File: src/rtl/wdt_pkg.sv
package wdt_pkg;
  localparam int CNT_W   = 16;
  localparam int UNIT_DIV = 60;
  localparam logic [7:0] A_CTRL = 8'h71;
  localparam logic [7:0] A_CFG  = 8'h72;
  localparam logic [7:0] A_CLO  = 8'h73;
  localparam logic [7:0] A_CHI  = 8'h74;
  localparam logic [7:0] CFG_RESET = 8'h80;
  localparam int B_SEC = 7;
  localparam int B_RST = 6;
  localparam int B_EVT = 5;
  localparam int B_PG  = 4;

  // one step down, never below zero
  function automatic logic [CNT_W-1:0] cnt_dec(input logic [CNT_W-1:0] v);
    return (v == '0) ? v : v - CNT_W'(1);
  endfunction

  // modulo counter step for the unit prescaler
  function automatic int unsigned wrap_inc(input int unsigned v, input int unsigned lim);
    return (v + 1 >= lim) ? 0 : v + 1;
  endfunction
endpackage

File: src/rtl/wdt_regs.sv
module wdt_regs
  import wdt_pkg::*;
(
  input  logic             clk,
  input  logic             rst_n,
  input  logic [7:0]       addr,
  input  logic             wr,
  input  logic [7:0]       wdata,
  input  logic [CNT_W-1:0] cnt_val,
  input  logic             expire,
  output logic [7:0]       rdata,
  output logic [7:0]       cfg_o,
  output logic             load_o,
  output logic [CNT_W-1:0] load_val_o,
  output logic             flag_o
);
  logic [7:0] cfg_q, hi_q;
  logic       flag_q;
  logic       wr_ctrl, wr_cfg, wr_lo, wr_hi;

  assign wr_ctrl = wr && (addr == A_CTRL);
  assign wr_cfg  = wr && (addr == A_CFG);
  assign wr_lo   = wr && (addr == A_CLO);
  assign wr_hi   = wr && (addr == A_CHI);

  always_ff @(posedge clk or negedge rst_n) begin
    if (!rst_n) begin
      cfg_q  <= CFG_RESET;
      hi_q   <= '0;
      flag_q <= 1'b0;
    end else begin
      if (wr_cfg) cfg_q <= wdata;
      if (wr_hi)  hi_q  <= wdata;
      if (expire) flag_q <= 1'b1;
      else if (wr_ctrl && !wdata[0]) flag_q <= 1'b0;
    end
  end

  assign load_o     = wr_lo;
  assign load_val_o = {hi_q, wdata};
  assign cfg_o      = cfg_q;
  assign flag_o     = flag_q;

  always_comb begin
    case (addr)
      A_CTRL:  rdata = {7'b0, flag_q};
      A_CFG:   rdata = cfg_q;
      A_CLO:   rdata = cnt_val[7:0];
      A_CHI:   rdata = cnt_val[15:8];
      default: rdata = 8'h00;
    endcase
  end

  // the flag drops only through a control write
  p_flag_sticky_r9: assert property (@(posedge clk) disable iff (!rst_n)
    (flag_q && !wr_ctrl) |=> flag_q);
endmodule

File: src/rtl/wdt_prescale.sv
module wdt_prescale
  import wdt_pkg::*;
#(
  parameter int DIV = UNIT_DIV
) (
  input  logic clk,
  input  logic rst_n,
  input  logic sec_tick,
  input  logic sec_mode,
  input  logic restart,
  output logic unit_tick
);
  localparam int PRE_W = (DIV > 1) ? $clog2(DIV) : 1;
  logic [PRE_W-1:0] pre_q;

  always_ff @(posedge clk or negedge rst_n) begin
    if (!rst_n) pre_q <= '0;
    else if (restart || sec_mode) pre_q <= '0;
    else if (sec_tick) pre_q <= PRE_W'(wrap_inc(int'(pre_q), DIV));
  end

  assign unit_tick = sec_mode ? sec_tick
                              : (sec_tick && (pre_q == PRE_W'(DIV - 1)));

  // division state stays inside 0..DIV-1
  p_pre_range_r5: assert property (@(posedge clk) disable iff (!rst_n)
    int'(pre_q) <= DIV - 1);
endmodule

File: src/rtl/wdt_counter.sv
module wdt_counter
  import wdt_pkg::*;
(
  input  logic             clk,
  input  logic             rst_n,
  input  logic             load,
  input  logic [CNT_W-1:0] load_val,
  input  logic             unit_tick,
  output logic [CNT_W-1:0] count,
  output logic             armed,
  output logic             expire
);
  logic [CNT_W-1:0] cnt_q;
  logic             arm_q;

  assign expire = arm_q && unit_tick && !load && (cnt_q == CNT_W'(1));

  always_ff @(posedge clk or negedge rst_n) begin
    if (!rst_n) begin
      cnt_q <= '0;
      arm_q <= 1'b0;
    end else if (load) begin
      cnt_q <= load_val;
      arm_q <= (load_val != '0);
    end else if (arm_q && unit_tick) begin
      cnt_q <= cnt_dec(cnt_q);
      if (expire) arm_q <= 1'b0;
    end
  end

  assign count = cnt_q;
  assign armed = arm_q;

  // a zero load leaves the timer disarmed
  p_zero_disarm_r10: assert property (@(posedge clk) disable iff (!rst_n)
    (load && load_val == '0) |=> !arm_q);
  // each unit tick takes exactly one off an armed count
  p_count_step_r4: assert property (@(posedge clk) disable iff (!rst_n)
    (arm_q && unit_tick && !load) |=> (cnt_q == $past(cnt_q) - CNT_W'(1)));
  // a timeout leaves the counter disarmed at zero
  p_disarm_after_r12: assert property (@(posedge clk) disable iff (!rst_n)
    expire |=> (!arm_q && cnt_q == '0));
endmodule

File: src/rtl/wdt_unit_timer.sv
module wdt_unit_timer
  import wdt_pkg::*;
(
  input  logic       clk,
  input  logic       rst_n,
  input  logic       sec_tick,
  input  logic [7:0] reg_addr,
  input  logic       reg_wr,
  input  logic [7:0] reg_wdata,
  output logic [7:0] reg_rdata,
  output logic       sys_rst_o,
  output logic       pwr_ok_o,
  output logic       tmo_evt_o
);
  logic [7:0]       cfg;
  logic             load, flag, unit_tick, expire, armed;
  logic [CNT_W-1:0] load_val, count;
  logic             rst_q, pg_low_q, evt_q;

  wdt_regs u_regs (
    .clk(clk), .rst_n(rst_n), .addr(reg_addr), .wr(reg_wr), .wdata(reg_wdata),
    .cnt_val(count), .expire(expire), .rdata(reg_rdata), .cfg_o(cfg),
    .load_o(load), .load_val_o(load_val), .flag_o(flag)
  );

  wdt_prescale #(.DIV(UNIT_DIV)) u_pre (
    .clk(clk), .rst_n(rst_n), .sec_tick(sec_tick), .sec_mode(cfg[B_SEC]),
    .restart(load), .unit_tick(unit_tick)
  );

  wdt_counter u_cnt (
    .clk(clk), .rst_n(rst_n), .load(load), .load_val(load_val),
    .unit_tick(unit_tick), .count(count), .armed(armed), .expire(expire)
  );

  always_ff @(posedge clk or negedge rst_n) begin
    if (!rst_n) begin
      rst_q    <= 1'b0;
      pg_low_q <= 1'b0;
      evt_q    <= 1'b0;
    end else begin
      if (expire && cfg[B_RST]) rst_q <= 1'b1;
      else if (sec_tick)        rst_q <= 1'b0;
      if (expire && cfg[B_PG])  pg_low_q <= 1'b1;
      else if (sec_tick)        pg_low_q <= 1'b0;
      evt_q <= expire && cfg[B_EVT];
    end
  end

  assign sys_rst_o = rst_q;
  assign pwr_ok_o  = !pg_low_q;
  assign tmo_evt_o = evt_q;

  // reset request rises only from an enabled timeout
  p_rst_cause_r6: assert property (@(posedge clk) disable iff (!rst_n)
    $rose(rst_q) |-> $past(expire && cfg[B_RST]));
  // power-good falls only from an enabled timeout
  p_pg_cause_r7: assert property (@(posedge clk) disable iff (!rst_n)
    $fell(pwr_ok_o) |-> $past(expire && cfg[B_PG]));
  // event is a single-cycle pulse
  p_evt_pulse_r8: assert property (@(posedge clk) disable iff (!rst_n)
    evt_q |=> !evt_q);
  // a timeout always leaves the flag set
  p_flag_set_r9: assert property (@(posedge clk) disable iff (!rst_n)
    expire |=> flag);
  // no timeout while disarmed
  p_quiet_r12: assert property (@(posedge clk) disable iff (!rst_n)
    !armed |-> !expire);
endmodule

File: config.mk
export PLATFORM = sky130hd
export DESIGN_NAME = wdt_unit_timer
export DESIGN_NICKNAME = d
export VERILOG_FILES = /design/src/rtl/wdt_pkg.sv /design/src/rtl/wdt_regs.sv /design/src/rtl/wdt_prescale.sv /design/src/rtl/wdt_counter.sv /design/src/rtl/wdt_unit_timer.sv
export SDC_FILE = /design/constraint.sdc
export NUM_CORES = 1
export LEC_CHECK = 0
export ABC_AREA = 1
export CAP_MARGIN = 15
export CORE_ASPECT_RATIO = 1.4
export CORE_MARGIN = 1.5
export CORE_UTILIZATION = 31
export DETAILED_ROUTE_END_ITERATION = 16
export GPL_TIMING_DRIVEN = 0
export PLACE_DENSITY = 0.5
export SYNTH_ARGS = -nofsm -noshare
export SYNTH_HDL_FRONTEND = slang
export SYNTH_SLANG_ARGS = --single-unit
export TNS_END_PERCENT = 100
File: constraint.sdc
create_clock -name clk -period 1.85 [get_ports clk]
set_input_delay 0.37 -clock clk [delete_from_list [all_inputs] [get_ports clk]]
set_output_delay 0.37 -clock clk [all_outputs]
set_load 0.03 [all_outputs]
Yosys cells after proc, flatten, opt, wreduce, memory -nomap -nowiden
Cells that the tools add are included.
{"block": "op_classes", "eq_ne": 7, "magnitude_cmp": 1, "add_sub_neg": 2, "muxes": 16, "n_reduce_logical": 26}
{"operator": "16-bit 2-to-1 mux", "count": 3}
{"operator": "8-bit by 7-bit equality test with 1-bit output, second input constant", "count": 4}
{"operator": "8-bit case mux with 4 select lines", "count": 1}
{"operator": "6-bit 2-to-1 mux", "count": 3}
{"operator": "16-bit by 1-bit equality test with 1-bit output, second input constant", "count": 1}
{"operator": "16-bit zero test", "count": 1}
{"operator": "16-bit nonzero test", "count": 1}
{"operator": "16-bit by 1-bit subtractor with 16-bit output, second input constant", "count": 1}
{"operator": "1-bit logical AND", "count": 12}
{"operator": "2-bit nonzero test", "count": 6}
{"operator": "1-bit 2-to-1 mux", "count": 9}
{"operator": "6-bit by 1-bit adder with 7-bit output, second input constant", "count": 1}
{"operator": "7-bit by 6-bit >= comparator with 1-bit output, second input constant", "count": 1}
{"operator": "6-bit equality test, second input constant", "count": 1}
{"operator": "2-bit AND reduction", "count": 2}
{"operator": "1-bit zero test", "count": 3}
{"operator": "2-bit by 1-bit != test with 1-bit output, second input constant", "count": 1}
{"operator": "1-bit logical OR", "count": 1}
{"block": "totals", "wordCells": 61, "reg_bits": 43}

Logic depth before layout (Yosys ltp)
Gate-level depths: netlist of run 1.
{"block": "logic_depth", "ltp_word": 9, "mapped_depth": 10, "ltp_nobuf": 10}

By module
From an unflattened synthesis of run 1, not the netlist that was laid out.
{"block": "unflattened", "cells_unflattened": 441, "hier_area_um2": 3085.5}
{"mod": "wdt_counter", "area_per_inst_um2": 1377.6, "cells_each": 221, "instances": 1}
{"mod": "wdt_regs", "area_per_inst_um2": 1124.8, "cells_each": 135, "instances": 1}
{"mod": "wdt_prescale", "area_per_inst_um2": 470.5, "cells_each": 72, "instances": 1}
{"mod": "wdt_unit_timer", "area_per_inst_um2": 112.6, "cells_each": 13, "instances": 1}

Worst setup path before layout of run 1
No wires, ideal clock.
{"block": "synth_timing", "path_type": "input-to-output", "from": "in reg_addr[7]", "to": "out reg_rdata[1]", "stages": 5, "n_path_buf": 0, "slack_ns": 0.092, "arrival_time_ns": 1.388, "path_cell_list": "inv_1 -> nand2_1 -> nor2_4 -> nand2_1 -> o221ai_1"}
{"block": "synth_via", "elab_chain_len": 2, "elab_cells_between_ends": 5}
{"item": "start: declaration", "line": "wdt_unit_timer.sv:7", "text": "input logic [7:0] reg_addr,"}
{"item": "8-bit by 7-bit equality test with 1-bit output", "line": "wdt_regs.sv:45", "text": "case (addr)"}
{"item": "8-bit case mux with 4 select lines (*)", "line": "wdt_regs.sv:45"}
{"item": "end: declaration", "line": "wdt_unit_timer.sv:10", "text": "output logic [7:0] reg_rdata,"}
Every way passes the cells marked *; elsewhere a longest branch is shown, timed or not.

Worst setup path in the final report of run 1
{"block": "layout_timing", "from": "in reg_addr[3]", "to": "out reg_rdata[1]"}
Same word-level chain as after synthesis.

==> flow_metrics.env, run 1 <==
export IMPL_critical_path_top_delay_family="buffers and inverters"
export IMPL_drive_gt1_share_pct=25.22
export IMPL_crit_fanout=5
export IMPL_synth_seq_cells=43
export IMPL_synth_distinct_cells=33
export IMPL_startpoint_type="input pin"
export IMPL_critPathCaptureType="output pin"
export IMPL_grt_use_total_pct=18.01
export IMPL_mostFrequentLayoutCells="nand2_1 (132), inv_1 (45), dfrtp_1 (42)"
export IMPL_ys_async_sr_fraction_pct=100.0
export IMPL_synth_fp_nets=428
export IMPL_numCtsBuffers=5
export IMPL_place_congestion=0.8368
export IMPL_ir_worst_vdd_mv=0.5014
export IMPL_vias=2743
export IMPL_cts_sink_count=43
export IMPL_cap_viol_max_count=0
export IMPL_grt_max_degree=32
export IMPL_synth_edf_count=0
export IMPL_finalClockSkew_ns=0.004130
export IMPL_yosys_warnings=0
export IMPL_seqCellArea_sq_um=1077
export IMPL_dieArea_sq_um=10100
export IMPL_cp_arrival_ns=1.41
export IMPL_synthesis_instances=403
export IMPL_grt_pass1_vias=2695
export IMPL_dp_hpwl_um=6535
export IMPL_fin_cells=559
export IMPL_fin_util_pct=41.41
export IMPL_nFillCells=971
export IMPL_postLayoutSetupSlackWorst_ns=0.07463
export IMPL_path_clk_slew_ns=0.06
export IMPL_firstDrtPassIters=10
export IMPL_hold_violations=0
export IMPL_grt_overflow=0
export IMPL_synth_top_area_cell="dfrtp_1"
export IMPL_htree_levels=2
export IMPL_multi_input_area_sq_um=1757
export IMPL_ys_flop_type="dfrtp_1"
export IMPL_drcViolationCount=1
export IMPL_via_per_inst=4.907
export IMPL_initial_core_util_pct=32.26
export IMPL_row_count=41
export IMPL_synth_top_area_share_pct=35.68
export IMPL_antennaDiodeCount=0
export IMPL_synth_area_sq_um=2945
export IMPL_post_drt_wl_per_cell_um=15.05
export IMPL_ys_seq_area_share_pct=36.58
export IMPL_grt_pass1_wl_um=14100
export IMPL_violations="design-rule violations"
export IMPL_cts_buffer_depth=2
export IMPL_avgSynthCellArea_sq_um=7.308
export IMPL_timing_final_crit_share_pct=95.97
export IMPL_die_h_um=118.3
export IMPL_crit_chain="buf_2 > inv_2 > nand2_4 > nor3_4 > nand2_2 > buf_12 > o221ai_2 > buf_6"
export IMPL_status="complete, but fails checks"
export IMPL_antenna_found_initial=0
export IMPL_post_dp_cell_area_sq_um=3395
export IMPL_hold_class="in -> reg"
export IMPL_worstPathRequired_ns=1.48
export IMPL_worst_path_buf_inv=4
export IMPL_tritoncts="done"
export IMPL_core_area_sq_um=9131
export IMPL_io_buffers=30
export IMPL_dp_cells=541
export IMPL_cts_root_buf="clkbuf_16"
export IMPL_synthTopCellsByArea="dfrtp_1 (36%), nand2_1 (18%), inv_1 (6.4%)"
export IMPL_wirelength_um=8415
export IMPL_insertion_delay_ns=0.30
export IMPL_fp_dieW_um=85.38
export IMPL_final_nets=476
export IMPL_pwr_density_cell_nw_per_um2=1105
export IMPL_ant_nets=0
export IMPL_critPathSlowestCell="nor3_4"
export IMPL_pin_count=31
export IMPL_min_period_ns=1.775
export IMPL_slew_headroom_pct=71.71
export IMPL_dp_slack_ns=-0.9897
export IMPL_setup_viol=0
export IMPL_drt_initial_drc_count=106
export IMPL_fmax_mhz=563.3
export IMPL_slew_viol_final=0
export IMPL_leakagePower_nw=1.809
export IMPL_criticalPathCategory="in -> out"
export IMPL_worst_slew_pin_slew_ns=0.4228
export IMPL_area_growth_pct=28.38
export IMPL_design_area_sq_um=3781
export IMPL_final_common_cell="nand2_1"
export IMPL_slowest_delay_ns=0.17
-- worst reg2reg max path: stages, from the launching register on --
cell and delay [ns]:
dfrtp_1 0.43, inv_2 0.18, ha_1 0.21, nand2_1 0.19, nor2_4 0.21, nand2_1 0.06
nand3_1 0.08, o21ai_0 0.08, nand2_1 0.07, nand2_1 0.05
-- synth_stat cells (5+ instances only) --
| master | number |
|---|---|
| buf_6 | 5 |
| dfrtp_1 | 42 |
| ha_1 | 5 |
| inv_1 | 50 |
| nand2_1 | 140 |
| nand2_2 | 9 |
| nand3_1 | 28 |
| nand3_2 | 7 |
| nand4_1 | 6 |
| nor2_1 | 34 |
| nor2_4 | 5 |
| o21ai_0 | 17 |
| o21ai_2 | 13 |
| xor2_1 | 5 |
-- sequential cells by signal (all words and copies together), names as in the netlist --
signal and count:
u_cnt.count 16, u_regs.cfg_o 8, tmo_evt_o 1, u_regs.hi_q 8, u_pre.pre_q 6, pg_low_q 1, sys_rst_o 1, u_cnt.armed 1
u_regs.flag_o 1
-- metrics by stage --
step | TNS [ns] | total power, mW | hold WS (ns)
floorplan | 0 | 2.631 | 0.07441
global placement | -52.41 | 3.034 | 0.4562
detailed placement | -13.74 | 3.073 | 0.2889
CTS | -0.001818 | 4.192 | 0.4254
global route | -0.002013 | 4.499 | 0.4702
finish | 0 | 4.177 | 0.4444
-- routing by layer --
metal / GRT usage (%) / part of all wire (%) / up-vias
li1: - / - / 1384
met5: 0 / 0 / -
met3: 2.793 / 2.2 / 16
met1: 21.72 / 43 / 1305
met2: 31.35 / 52 / 38
met4: 7.661 / 3.1 / 0
-- kinds of logic (layout without fill, tap and decap cells) --
logic type	count (synthesis)	count (layout)	synth area share, %
xor gates and xnor gates	5	5	1.487
buffers and inverters	58	107	8.878
AOI/OAI and AO/OA	45	45	11.38
and+or+nand+nor	247	247	39.55
DFF	43	43	36.58
adders and majority gates	5	5	2.124
-- final timing paths --
path                       depth (start not counted)  slack (ns)                          to                       start
min reg2reg                                        2        0.48        pg_low_q$_DFFE_PN0P_        pg_low_q$_DFFE_PN0P_
min in group asynchronous                          2        0.50  u_pre.pre_q[5]$_DFFE_PN0P_                       rst_n
max                                                8        0.07                reg_rdata[1]                 reg_addr[3]
max reg2reg                                        9        0.17  u_cnt.count[8]$_DFFE_PN0P_  u_cnt.count[0]$_DFFE_PN0P_
min                                                5        0.44   u_regs.flag_o$_DFFE_PN0P_                 reg_addr[1]
max in group asynchronous                          3        0.87  u_regs.hi_q[4]$_DFFE_PN0P_                       rst_n
-- power by group --
group / internal [mW] / leakage (nW) / switching (mW)
clock network: 0.672 / 0.0868 / 0.396
logic: 0.606 / 1.16 / 1.09
registers: 1.13 / 0.559 / 0.276
-- final cells by class --
cell class	count	area share [%]
Buffer	7	1.754
Clock buffer	6	3.673
Clock inverter	2	0.9265
Inverter	50	4.964
Multi-Input combinational cell	302	46.46
Sequential cell	43	28.49
Tap cell	107	3.541
Timing Repair Buffer	42	10.19
-- timing repair --
action	CTS	global route
endpoints found under the setup margin	11	13
gates cloned	0	0
pin swaps	11	12
buffers inserted	10	0
hold buffers	1	0
endpoints found under the hold margin	11	0
gates resized for setup	97	26
No activity file was read; power rests on OpenSTA's default activity.
==> inputs of run 2 (changes only) <==
--- a/config.mk
+++ b/config.mk
@@ -12,7 +12,7 @@
 export CORE_UTILIZATION = 31
 export DETAILED_ROUTE_END_ITERATION = 16
 export GPL_TIMING_DRIVEN = 0
-export PLACE_DENSITY = 0.5
+export PLACE_DENSITY = 0.52
 export SYNTH_ARGS = -nofsm -noshare
 export SYNTH_HDL_FRONTEND = slang
 export SYNTH_SLANG_ARGS = --single-unit
==> constraint.sdc (replaced) <==
create_clock -name clk -period 1.5 [get_ports clk]
set_input_delay 0.3 -clock clk [delete_from_list [all_inputs] [get_ports clk]]
set_output_delay 0.3 -clock clk [all_outputs]
set_load 0.03 [all_outputs]
==> run 2 against run 1 <==
Effect of this change: count of clock-buffer cells in the layout stayed put; largest power group unchanged; cell count is 6.6% higher; die area stayed put; non-clock buffer count is 37 higher; total power is 43% higher; the flow finishes with violations (negative hold slack, negative setup slack); core utilization is 7.2 points higher; via count is 6.7% higher.
==> flow_metrics.env, run 2 (synthesized netlist as in run 1, its figures left out) <==
export IMPL_status="complete, but fails checks"
export IMPL_violations="negative hold slack, negative setup slack"
export IMPL_slew_headroom_pct=61.56
export IMPL_tritoncts="done"
export IMPL_startpoint_type="input pin"
export IMPL_cts_sink_count=43
export IMPL_area_growth_pct=50.55
export IMPL_fin_util_pct=48.56
export IMPL_grt_use_total_pct=19.17
export IMPL_p_total_mw=5.985
export IMPL_fmax_mhz=610.4
export IMPL_p_int_mw=3.405
export IMPL_ir_worst_vdd_mv=0.6601
export IMPL_nFillCells=867
export IMPL_largest_register_ffs=16
export IMPL_place_congestion=0.8932
export IMPL_pwr_density_cell_nw_per_um2=1350
export IMPL_p_comb_share_pct=53.4
export IMPL_numCtsBuffers=5
export IMPL_fin_cells=596
export IMPL_mostFrequentLayoutCells="nand2_1 (106), inv_1 (40), buf_4 (36)"
export IMPL_clockPowerShare_pct=18.5
export IMPL_p_sw_share_pct=43.11
export IMPL_p_sw_mw=2.580
export IMPL_dieArea_sq_um=10100
export IMPL_critPathCaptureType="output pin"
export IMPL_power_frac_seq_pct=28.2
export IMPL_finalClockSkew_ns=0.007772
export IMPL_holdWs_ns=-0.002638
export IMPL_antennaDiodeCount=0
export IMPL_cts_hold_buffers_added=0
export IMPL_crit_fanout=8
export IMPL_setup_viol=33
export IMPL_antenna_found_initial=0
export IMPL_wirelength_um=9420
export IMPL_final_nets=513
export IMPL_slew_viol_final=0
export IMPL_final_common_cell="nand2_1"
export IMPL_drcViolationCount=0
export IMPL_cap_viol_max_count=0
export IMPL_drive_gt1_share_pct=42.54
export IMPL_htree_levels=2
export IMPL_grt_overflow=0
export IMPL_dp_cells=541
export IMPL_cts_buffer_depth=2
export IMPL_die_h_um=118.3
export IMPL_worstPathRequired_ns=1.20
export IMPL_timing_final_crit_share_pct=109.2
export IMPL_vias=2926
export IMPL_hold_class="in -> async"
export IMPL_path_clk_slew_ns=0.06
export IMPL_worst_slew_pin_slew_ns=0.5766
export IMPL_firstDrtPassIters=4
export IMPL_grt_max_degree=24
export IMPL_fp_dieW_um=85.38
export IMPL_grt_setup_unrepaired="true"
export IMPL_dp_slack_ns=-1.224
export IMPL_dp_hpwl_um=6347
export IMPL_drt_initial_drc_count=155
export IMPL_postLayoutSetupSlackWorst_ns=-0.1384
export IMPL_ant_nets=0
export IMPL_core_area_sq_um=9131
export IMPL_insertion_delay_ns=0.29
export IMPL_hold_violations=3
export IMPL_post_drt_wl_per_cell_um=15.81
export IMPL_initial_core_util_pct=32.26
export IMPL_cts_root_buf="clkbuf_16"
export IMPL_grt_pass1_vias=2875
export IMPL_leakagePower_nw=2.182
export IMPL_cp_arrival_ns=1.34
export IMPL_min_period_ns=1.638
export IMPL_via_per_inst=4.909
export IMPL_pin_count=31
export IMPL_row_count=41
export IMPL_criticalPathCategory="in -> out"
export IMPL_grt_pass1_wl_um=14940
export IMPL_io_buffers=30
run 2: power by group through the flow:
stage	sequential [mW]	combinational [mW]	clock [mW]
2_1_floorplan	1.62	1.64	0
3_3_place_gp	1.73	2.02	0
3_5_place_dp	1.73	2.05	0
4_1_cts	1.69	2.93	1.12
5_1_grt	1.71	3.48	1.18
6_report	1.69	3.19	1.11
run 2: area by class of cell:
cell class / count / area (sq um) / area share (%)
clock inverters: 2 / 12.51 / 0.2822
well taps: 107 / 133.9 / 3.019
multi-input cells: 302 / 1978 / 44.61
inverters: 50 / 225.2 / 5.079
flip-flops and latches: 43 / 1091 / 24.61
plain buffers: 8 / 93.84 / 2.116
clock buffers: 6 / 128.9 / 2.906
repair buffers: 78 / 770.7 / 17.38
run 2: path summary, 6_finish.rpt:
kind                                            startpoint                     endpoint  slack (ns)  depth (start not counted)
worst max-delay path                           reg_addr[3]                 reg_rdata[6]       -0.14                          9
worst min-delay path                                 rst_n   u_pre.pre_q[4]$_DFFE_PN0P_      -0.003                          1
worst max register to register  u_pre.pre_q[1]$_DFFE_PN0P_  u_cnt.count[13]$_DFFE_PN0P_       -0.12                         11
worst min register to register  u_regs.hi_q[7]$_DFFE_PN0P_   u_regs.hi_q[7]$_DFFE_PN0P_        0.47                          2
max in group asynchronous                            rst_n  u_regs.cfg_o[7]$_DFFE_PN1P_        0.90                          2
min in group clk                               reg_addr[3]    u_regs.flag_o$_DFFE_PN0P_        0.44                          7
run 2: per-stage QoR:
stage          cell area (sq um)  hold WS [ns]  TNS [ns]
2_1_floorplan               2972      0.004409   -0.5899
3_3_place_gp                3406        0.4544    -82.07
3_5_place_dp                3421        0.3203    -29.63
4_1_cts                     4203      0.008444    -2.353
5_1_grt                     4434       0.02247    -5.692
6_report                    4434     -0.002638    -2.574
run 2: critical path: stages:
cell      delay [ns]
buf_8           0.10
inv_8           0.06
nand2_4         0.04
nor3_4          0.16
and2_4          0.17
buf_12          0.15
nand2_4         0.05
o211ai_1        0.10
buf_4           0.19
run 2: repair_timing:
action | in CTS | in global routing
gates cloned | 3 | 0
endpoints found under the setup margin | 54 | 35
setup buffers | 34 | 12
resized for setup | 179 | 64
pin swaps | 21 | 38
run 2: routing by layer:
| layer | track usage (%) | part of all wire [%] |
|---|---|---|
| met4 | 8.972 | 4.5 |
| met1 | 21.97 | 40 |
| met2 | 34.23 | 53 |
| met5 | 0 | 0 |
| met3 | 3.073 | 2.6 |
